`src/rtl/bl_fade_ramp.sv`:
```
module bl_fade_ramp #(
  parameter int CODE_W   = 8,
  parameter int FAST_DIV = 2549,
  parameter int SLOW_DIV = 5098
) (
  input  logic              clk,
  input  logic              rst_n,
  input  logic [CODE_W-1:0] main_code,
  input  logic [CODE_W-1:0] sub_code,
  input  logic              fade_en,
  input  logic              fade_sel,
  input  logic              slope,
  input  logic              disp_tie,
  input  logic              main_en,
  input  logic              sub_en,
  input  logic              main_pwm_en,
  input  logic              sub_pwm_en,
  input  logic              pwm_in,
  output logic [CODE_W-1:0] main_level,
  output logic [CODE_W-1:0] sub_level,
  output logic              main_on,
  output logic              sub_on,
  output logic              busy
);
  localparam int MAX_DIV = (SLOW_DIV > FAST_DIV) ? SLOW_DIV : FAST_DIV;
  localparam int CNT_W   = $clog2(MAX_DIV + 1);

  logic [CODE_W-1:0] main_cur, sub_cur, r_cur, r_tgt, r_next;
  logic [CNT_W-1:0]  cnt, lim;
  logic              ramping, tick, ramp_main, ramp_sub;

  assign ramp_main = fade_en & ~fade_sel;
  assign ramp_sub  = fade_en &  fade_sel;
  assign r_cur     = fade_sel ? sub_cur  : main_cur;
  assign r_tgt     = fade_sel ? sub_code : main_code;
  assign ramping   = fade_en && (r_cur != r_tgt);
  assign lim       = slope ? CNT_W'(SLOW_DIV - 1) : CNT_W'(FAST_DIV - 1);
  assign tick      = ramping && (cnt >= lim);
  assign r_next    = (r_cur < r_tgt) ? r_cur + 1'b1 : r_cur - 1'b1;

  always_ff @(posedge clk or negedge rst_n) begin
    if (!rst_n) begin
      cnt      <= '0;
      main_cur <= '0;
      sub_cur  <= '0;
    end else begin
      if (!ramping || tick) cnt <= '0;
      else                  cnt <= cnt + 1'b1;

      if (!ramp_main)  main_cur <= main_code;
      else if (tick)   main_cur <= r_next;

      if (!ramp_sub)   sub_cur <= sub_code;
      else if (tick)   sub_cur <= r_next;
    end
  end

  assign main_level = main_cur;
  assign sub_level  = disp_tie ? main_cur : sub_cur;
  assign main_on    = main_en & (~main_pwm_en | pwm_in);
  assign sub_on     = disp_tie ? main_on : (sub_en & (~sub_pwm_en | pwm_in));
  assign busy       = (main_cur != main_code) | (~disp_tie & (sub_cur != sub_code));
endmodule

```
`config.mk`:
```
export PLATFORM = sky130hd
export DESIGN_NAME = bl_fade_ramp
export DESIGN_NICKNAME = d
export VERILOG_FILES = /design/src/rtl/bl_fade_ramp.sv
export SDC_FILE = /design/constraint.sdc
export NUM_CORES = 1
export LEC_CHECK = 0
export ABC_AREA = 1
export BUFFER_PORTS_ARGS = -buffer_cell sky130_fd_sc_hd__buf_2
export CAP_MARGIN = 20
export CORE_ASPECT_RATIO = 1.5
export CORE_MARGIN = 10
export CORE_UTILIZATION = 50
export CTS_BUF_LIST = sky130_fd_sc_hd__clkbuf_4
export CTS_CLUSTER_DIAMETER = 60
export CTS_CLUSTER_SIZE = 28
export DETAILED_ROUTE_END_ITERATION = 8
export MAX_ROUTING_LAYER = met4
export PLACE_DENSITY = 0.72
export SETUP_SLACK_MARGIN = 0.1
export SYNTH_ARGS = -nofsm -noshare
export SYNTH_HDL_FRONTEND = slang
export SYNTH_SLANG_ARGS = --single-unit
```
`constraint.sdc`:
```
create_clock -name clk -period 3.75 [get_ports clk]
set_input_delay 0.375 -clock clk [delete_from_list [all_inputs] [get_ports clk]]
set_output_delay 0.375 -clock clk [all_outputs]
set_load 0.1 [all_outputs]
```
==> qor.txt <==
Power per Cell Area -> 444 nW/um^2
Avg Vias per Cell -> 5.21
CTS sink cnt -> 29
Total grt overflow -> 0
Starting density of the core -> 51.4%
TritonCTS buffer count -> 5
First-pass iteration count of the detailed router -> 5
Post_cts resized -> 0
Least-Margin Pin Slew -> 690 ps
CTS root buf -> clkbuf_4
Hold_buf cts -> 0
Setup crit end kind -> flop
Met3 Routed Length -> 327 um
Final count of negative-setup-slack endpoints -> 0
Setup TNS -> 0 ps
Top-Level Pins -> 46
Final Hold Vio Count -> 0
Final WL -> 7450 um
Critical path class -> reg -> reg
Wire length on met2 -> 4020 um
Peak fanout along the critical path -> 10
Run status -> complete, no violations
Multi-input gate area -> 1790 sq um
Slew Limit Headroom -> 54.0%
Crit start category -> flop
ANT cells -> 0
Initial antenna violation count -> 0
Total track usage -> 16.5%
Hold_ws -> 70.3 ps
Clk slew on worst S/H paths -> 100 ps
Via count -> 2741
Routed wire per std cell -> 14.2 um
Max rail drop VDD -> 0.000228 V
Avg Cell Area, Syn -> 6.90 sq um
ANT nets after route -> 0
CP required -> 4010 ps
Filler cells -> 544
Clk buf depth -> 2
DP Area -> 3080 sq um
Drt initial violations -> 158
Post-route met1 wirelength -> 2940 um
Die width -> 81.4 um
Vias in the first global route -> 2582
Static leakage -> 0.00170 uW
Nets -> 506
Largest net degree at the start of global routing -> 30
Clock skew -> 8.94 ps
Post-synthesis cell count -> 409
Synth Warn # -> 0
Post-Route Utilization -> 57.5%
First-pass GRT wire length -> 11800 um
Die area -> 9110 sq um
Sequential element share of the synthesized area -> 25.7%
Unrepaired setup endpoints after global routing -> no
Total chip power -> 1400 uW
Synth cell types -> 37
Max_cap viols -> 0
Final Slew Violations -> 0
Drt drc -> 0
Setup Fix Bufs, Post-CTS -> 0
Die height -> 112 um
CTS tree -> yes
Post-synthesis register bit count -> 29
Layout cell share with drive strength beyond 1 -> 20.2%
Hold WC Path Type -> in -> async
Mapped Nets -> 460
CORE AREA -> 5490 sq um
Htree depth -> 2
PortBufs -> 45
Uppermost layer routed -> met4
Worst Path Arrival -> 3530 ps
Routability cong. -> 0.941
P&R area growth vs syn -> 11.8%
Fin crit share -> 87.1%
Final Instance Area -> 3160 sq um
Min Tclk post-route -> 3270 ps
Fmax -> 306 MHz
Worst-skew pair later-pin latency -> 340 ps
Register area -> 726 sq um
Detailed Place HPWL -> 6150 um
Row count -> 33
Mapped cell area -> 2820 sq um
==> state kept, by name, indices dropped and copies added (netlist names) <==
| name | flops |
|---|---|
| main_level | 8 |
| cnt | 13 |
| sub_cur | 8 |
==> synthesized netlist by cell type (all sizes together) <==
cell type | count | area [sq um]
a31oi | 1 | 6.26
o21bai | 1 | 7.51
dlymetal6s2s | 1 | 12.5
a21o | 1 | 7.51
a221oi | 2 | 17.5
or2 | 3 | 18.8
nor3b | 3 | 22.5
ha | 23 | 288
nand2 | 124 | 526
a21boi | 1 | 7.51
nand3b | 2 | 15.0
nand3 | 28 | 165
a21oi | 15 | 82.6
nand4 | 5 | 31.3
clkinv | 1 | 3.75
dfrtp | 29 | 726
xor2 | 8 | 70.1
clkbuf | 3 | 11.3
buf | 5 | 57.6
nor3 | 9 | 50.1
inv | 59 | 221
o21ai | 46 | 260
fa | 1 | 20.0
xnor2 | 3 | 26.3
a41oi | 1 | 27.5
mux2i | 1 | 10.0
nor2 | 33 | 131
==> layer usage <==
metal / up-vias / global-route usage, %
li1: 1412 / -
met1: 1244 / 17.3
met2: 70 / 29.7
met3: 15 / 2.32
met4: 0 / 6.14
met5: - / -
==> placed cells by master, fill, tap and decap left out, types with 3 or more instances in the layout <==
master	Yosys	final
nand2_1	108	108
inv_1	58	58
buf_2	2	45
o21ai_0	38	37
nor2_1	30	30
dfrtp_1	29	29
nand3_1	26	26
ha_1	23	23
a21oi_1	13	13
nand2_2	12	12
o21ai_2	8	8
nor3_1	8	8
xor2_1	8	8
clkbuf_4	0	6
nand4_1	5	5
nand2_4	4	4
nor2_2	3	3
nor3b_1	3	3
xnor2_1	3	3
or2_2	3	3
buf_4	1	3
==> final timing paths <==
check / start / to / slack (ps) / cells after the start
worst min register to register: cnt[0] / cnt[0] / 490 / 1
worst max-delay path: main_level[5] / sub_cur[3] / 480 / 15
max in group asynchronous: rst_n / cnt[10] / 3230 / 1
worst max register to register: main_level[5] / sub_cur[3] / 480 / 15
worst min-delay path: rst_n / sub_cur[1] / 70 / 1
min in group clk: main_code[2] / main_level[2] / 420 / 5
==> cell families after synthesis <==
| family | share of synthesized area (%) |
|---|---|
| AOI/OAI and AO/OA | 14.8 |
| xor gates and xnor gates | 3.41 |
| adders and majority gates | 10.9 |
| buffers and inverters | 10.9 |
| DFF | 25.7 |
| muxes | 0.355 |
| and+or+nand+nor | 34.0 |
==> worst max-delay path, cell delays in order (launching register included) <==
cell	delay (ps)
dfrtp_1	410
inv_1	80
o21ai_0	370
ha_1	320
a21oi_1	180
nor2_1	60
nor2_1	160
nand2_1	270
ha_1	470
nand2_1	80
inv_1	50
nand2_1	40
nand2_1	150
xor2_1	270
o21ai_0	150
a21oi_2	140
==> per-stage QoR <==
step / setup WS, ps / std cells
after floorplan: 136 / 409
after global routing: 134 / 526
after global placement: 233 / 518
final: 484 / 526
after detailed placement: 206 / 518
after CTS: 489 / 526
==> final cells by class <==
class / count / share of cell area [%]
Clock inverter: 2 / 1.07
Inverter: 60 / 7.14
Timing Repair Buffer: 48 / 7.85
Tap cell: 70 / 2.78
Multi-Input combinational cell: 311 / 56.7
Clock buffer: 6 / 1.43
Sequential cell: 29 / 23.0
==> power breakdown <==
group | internal [uW] | switching [uW]
Sequential | 344 | 37.2
Combinational | 201 | 552
Clock | 146 | 119
(Power assumes the default switching activity.)
